[src/rtl/irq_chain_pkg.sv]
package irq_chain_pkg;
    typedef enum logic [1:0] {
        ST_IDLE      = 2'd0,
        ST_PEND      = 2'd1,
        ST_SERV      = 2'd2,
        ST_SERV_PEND = 2'd3
    } node_state_t;
endpackage

[src/rtl/irq_ack_decode.sv]
module irq_ack_decode (
    input  logic fetch_strobe_n,
    input  logic io_strobe_n,
    output logic ack
);
    // both strobes low together mark an acknowledge cycle
    assign ack = ~fetch_strobe_n & ~io_strobe_n;
endmodule

[src/rtl/irq_node_fsm.sv]
module irq_node_fsm
    import irq_chain_pkg::*;
(
    input  logic        clk,
    input  logic        rst,
    input  logic        req_pulse,
    input  logic        grant,
    input  logic        done_pulse,
    input  logic        chain_en_in,
    output node_state_t state
);
    node_state_t state_nx;
    logic        release_ok;

    assign release_ok = done_pulse & chain_en_in;

    always_ff @(posedge clk) begin
        if (rst) state <= ST_IDLE;
        else     state <= state_nx;
    end

    always_comb begin
        state_nx = state;
        unique case (state)
            ST_IDLE:      if (req_pulse) state_nx = ST_PEND;
            ST_PEND:      if (grant) state_nx = req_pulse ? ST_SERV_PEND : ST_SERV;
            ST_SERV: begin
                if (release_ok)     state_nx = req_pulse ? ST_PEND : ST_IDLE;
                else if (req_pulse) state_nx = ST_SERV_PEND;
            end
            ST_SERV_PEND: if (release_ok) state_nx = ST_PEND;
            default:      state_nx = ST_IDLE;
        endcase
    end
endmodule

[src/rtl/irq_node_drive.sv]
module irq_node_drive
    import irq_chain_pkg::*;
#(
    parameter int VEC_W = 8
) (
    input  node_state_t      state,
    input  logic             ack,
    input  logic             chain_en_in,
    input  logic [VEC_W-1:0] vector,
    output logic             irq_n,
    output logic             chain_en_out,
    output logic             bus_oe,
    output logic [VEC_W-1:0] bus_out,
    output logic             grant
);
    always_comb begin
        irq_n        = 1'b1;
        chain_en_out = 1'b0;
        bus_oe       = 1'b0;
        unique case (state)
            ST_IDLE: chain_en_out = chain_en_in;
            ST_PEND: begin
                irq_n        = ~chain_en_in;
                bus_oe       = ack & chain_en_in;
                // a pending node claims the chain while an acknowledge resolves
                chain_en_out = chain_en_in & ~ack;
            end
            ST_SERV, ST_SERV_PEND: chain_en_out = 1'b0;
            default: chain_en_out = 1'b0;
        endcase
    end

    assign bus_out = bus_oe ? vector : '0;
    assign grant   = bus_oe;
endmodule

[src/rtl/irq_chain_node.sv]
module irq_chain_node
    import irq_chain_pkg::*;
#(
    parameter int VEC_W = 8
) (
    input  logic             clk,
    input  logic             rst,
    input  logic             chain_en_in,
    output logic             chain_en_out,
    input  logic             req_pulse,
    input  logic             fetch_strobe_n,
    input  logic             io_strobe_n,
    input  logic             done_pulse,
    input  logic [VEC_W-1:0] vector,
    output logic             irq_n,
    output logic [VEC_W-1:0] bus_out,
    output logic             bus_oe
);
    logic        ack;
    logic        grant;
    node_state_t state;

    irq_ack_decode u_ack (
        .fetch_strobe_n (fetch_strobe_n),
        .io_strobe_n    (io_strobe_n),
        .ack            (ack)
    );

    irq_node_fsm u_fsm (
        .clk         (clk),
        .rst         (rst),
        .req_pulse   (req_pulse),
        .grant       (grant),
        .done_pulse  (done_pulse),
        .chain_en_in (chain_en_in),
        .state       (state)
    );

    irq_node_drive #(.VEC_W(VEC_W)) u_drive (
        .state        (state),
        .ack          (ack),
        .chain_en_in  (chain_en_in),
        .vector       (vector),
        .irq_n        (irq_n),
        .chain_en_out (chain_en_out),
        .bus_oe       (bus_oe),
        .bus_out      (bus_out),
        .grant        (grant)
    );
endmodule

[config.mk]
export PLATFORM = sky130hd
export DESIGN_NAME = irq_chain_node
export DESIGN_NICKNAME = d
export VERILOG_FILES = /design/src/rtl/irq_chain_pkg.sv /design/src/rtl/irq_ack_decode.sv /design/src/rtl/irq_node_fsm.sv /design/src/rtl/irq_node_drive.sv /design/src/rtl/irq_chain_node.sv
export SDC_FILE = /design/constraint.sdc
export NUM_CORES = 1
export LEC_CHECK = 0
export CELL_PAD_IN_SITES_DETAIL_PLACEMENT = 0
export CELL_PAD_IN_SITES_GLOBAL_PLACEMENT = 2
export CORE_UTILIZATION = 14
export CTS_CLUSTER_DIAMETER = 200
export DETAILED_ROUTE_END_ITERATION = 16
export GPL_ROUTABILITY_DRIVEN = 1
export PLACE_DENSITY_LB_ADDON = 0.1
export SYNTH_ARGS = -nofsm -noshare
export SYNTH_HDL_FRONTEND = slang
export SYNTH_SLANG_ARGS = --single-unit
[constraint.sdc]
create_clock -name clk -period 4.17 [get_ports clk]
set_input_delay 1.251 -clock clk [delete_from_list [all_inputs] [get_ports clk]]
set_output_delay 1.251 -clock clk [all_outputs]
set_load 0.02 [all_outputs]
==> flow_summary.toml <==
[floorplan]
die_area_um2 = 2130
floorplan.initialDensity = 0.153
fp.dieW_um = 46.1
floorplan.core_area_um2 = 1780
die-height_um = 46.1
io-pin-count = 26
core.rowCount = 15

[placed_design]
routabilityCongestion = 0.652
port_buffers = 25
detailed_place.area_um2 = 569
dpl.cell_count = 86
post-dp-hpwl_um = 740

[cells_and_area]
utilization = 0.340
post_route_cells_drive_above_1_share = 0.109
final_net_count = 86
instances_no_fill = 89
antenna-diode-count = 0
largest-register = "u_fsm.state"
area_growth_syn_to_layout_pct = 122
seq_cell_area_um2 = 40.0
largest_register_ffs = 2
fillerInstances = 201
largest_registers = "u_fsm.state: 2 flops"
finish.instance_area_um2 = 607
multi_input_area_um2 = 225

[global_routing]
grt_pass1_vias = 297
antenna_found_initial = 0
maximum_number_of_pins_on_one_net_before_global_route_repair = 10
all_layer_gr_usage = 0.0826
grt_overflow = 0
grt_first_pass_wirelength_um = 1240

[pwr]
power_frac_seq = 0.177
internal-power_mw = 0.0999
pwr-share-comb = 0.538
p_leak_nw = 0.343
power.ir.vdd_worst_uv = 118
p_per_area_nw_per_um2 = 253
power.share.clock = 0.285
swShare = 0.350
switchingPower_mw = 0.0538
power.total_mw = 0.154

[routing]
drc_errors = 0
num_vias = 341
drtPass1Iterations = 2
route.detailed.wl_per_inst_um = 10.2
antenna_violating_nets_post_route = 0
via_cell_ratio = 3.83
wirelength_um = 909
detail_route.iter0.violations = 2

[yosys]
synth_cell_type_count = 18
syn-instance-count = 34
post_synth.cell_area_avg_um2 = 8.02
yosys_warnings = 0
syn_nets = 54
synth.cell_area_um2 = 273
ys_seq_elements = 2
synth-seq-area-share = 0.147

[timing]
maxClockFrequency_mhz = 244
rsz0062_at_grt = "false"
period_minus_slack_ns = 4.10
slew-limit-headroom = 0.787
final.setup.tns_ns = 0
slew_violations = 0
clock-skew-final_ns = 0.00354
worstMarginPinSlew_ns = 0.316
post-route-period-util = 0.982
finalSetupViolCount = 0
timing_hold_violations_final = 0

[clock_tree]
sinks_on_the_clock_net = 2
clkSlewWorstSetupHoldPaths_ns = 0.03
cts_root_buffer = "clkbuf_4"
post-cts-setup-buffers = 0
depth_of_the_cts_h_tree = 1
worstSkewPairLatency_ns = 0.23
cts.hold.buffers_added = 0
tritoncts = "done"
numCtsBuffers = 3
clock_path_buffers = 2

[setup_path]
setup.worst_path.class = "in -> out"
worst_path_max_delay_cell = "clkdlybuf4s50_1"
start_kind = "input port"
rr_startpoint = "u_fsm.state[0]$_SDFFE_PP0P_"
timing.critical_path.to_type = "output pin"
arrival_ns = 2.84
path_cells = "clkdlybuf4s50_1 -> nand2_1 -> nor3_1 -> buf_4 -> and2_1 -> clkdlybuf4s50_1"
path_buf_inv = 3
critPathTopFamily = "buffers and inverters"
rrSetupSlack_ns = 2.44
timing.critical_path.slowest_cell_delay_ns = 0.60
timing.critical_path.mode_cell = "clkdlybuf4s50_1"
critical_path.max_fanout = 9
required_ns = 2.92
timing.reg2reg.worst_path_depth = 6
crit_cells = 6
regToRegEndpoint = "u_fsm.state[1]$_SDFFE_PP0P_"

[hold_path]
hold_path.startpoint = "u_fsm.state[0]$_SDFFE_PP0P_"
min_to = "u_fsm.state[0]$_SDFFE_PP0P_"
path_class_of_the_lowest_slack_min_delay_path = "reg -> reg"
hold-path-cell-count = 2

[job]
max-cap-violations = 0

[run_status]
run_status = "finished clean"
[what timing repair did]
item                                    in CTS  in global routing
resized for setup                            0                  6
endpoints found under the setup margin       0                  6
hold endpoints to repair                     0                  0
[cells in the final DEF, fill, tap and decap left out, drive strengths merged]
cell,count
clkdlybuf4s50,19
o21a,2
nand2,2
o31ai,1
o21ba,1
nor2,1
ha,5
clkbuf,3
a211o,1
inv,2
dlymetal6s2s,6
or4,1
buf,2
o22ai,1
a21boi,1
a21oi,1
or3b,1
o21ai,2
and2,8
dfxtp,2
a22o,1
nor3,1
[stage by stage]
step | hold slack (ns) | setup slack [ns]
4_1_cts | 0.534 | 0.0626
5_1_grt | 0.594 | 0.00444
3_5_place_dp | 0.534 | 0.0705
2_1_floorplan | 0.482 | 0.434
3_3_place_gp | 0.536 | 0.0798
6_report | 0.536 | 0.0743
[cells in the mapped netlist]
library cell | number | area (µm²)
a211o_2 | 1 | 10.0
a21boi_0 | 1 | 7.51
a21oi_1 | 1 | 5.00
a22o_1 | 1 | 8.76
and2_1 | 8 | 50.1
dfxtp_1 | 2 | 40.0
ha_1 | 5 | 62.6
inv_1 | 2 | 7.51
nand2_1 | 2 | 7.51
nor2_1 | 1 | 3.75
nor3_1 | 1 | 5.00
o21a_1 | 2 | 15.0
o21ai_0 | 2 | 10.0
o21ba_2 | 1 | 10.0
o22ai_1 | 1 | 6.26
o31ai_1 | 1 | 7.51
or3b_1 | 1 | 8.76
or4_1 | 1 | 7.51
[metal layers]
metal,global-route usage,part of all wire,vias up
met2,0.113,0.42,16
li1,-,-,183
met4,0.0529,0,0
met5,0,0,-
met1,0.109,0.49,142
met3,0.0275,0.087,0
[cells by family (layout without fill, tap and decap cells)]
kind of cell	Yosys count	in the layout	share of synthesized area
compound gates	11	11	0.294
flops	2	2	0.147
fa+ha+maj	5	5	0.229
buf+inv	2	32	0.0275
simple gates	14	14	0.303
[worst reg2reg max path, cell delays in order, from the launching register on]
cell,delay [ns]
dfxtp_1,0.38
inv_1,0.10
ha_1,0.22
a21boi_0,0.15
o21ba_2,0.25
or4_1,0.46
o31ai_1,0.07
[area by class of cell]
type,instances,area share
timing repair buffer,27,0.462
clock buffer,3,0.0371
tap,25,0.0515
sequential,2,0.0660
multi-input combinational,30,0.371
inverter,2,0.0124
[worst max-delay path by stage]
stage                 endpoint  slack, ns   startpoint
floorplan           bus_out[0]       0.43  chain_en_in
global route        bus_out[2]      0.004  chain_en_in
global placement    bus_out[7]       0.08  chain_en_in
CTS                 bus_out[7]       0.06  chain_en_in
detailed placement  bus_out[7]       0.07  chain_en_in
finish              bus_out[2]       0.07  chain_en_in
[power groups by stage]
| stage | clock network [mW] | logic, mW | registers [mW] |
|---|---|---|---|
| floorplan | 0 | 0.0476 | 0.0262 |
| global placement | 0 | 0.0854 | 0.0275 |
| detailed placement | 0 | 0.0835 | 0.0274 |
| CTS | 0.0474 | 0.0842 | 0.0271 |
| global route | 0.0474 | 0.0916 | 0.0280 |
| finish | 0.0438 | 0.0826 | 0.0272 |
(Power assumes the default switching activity.)
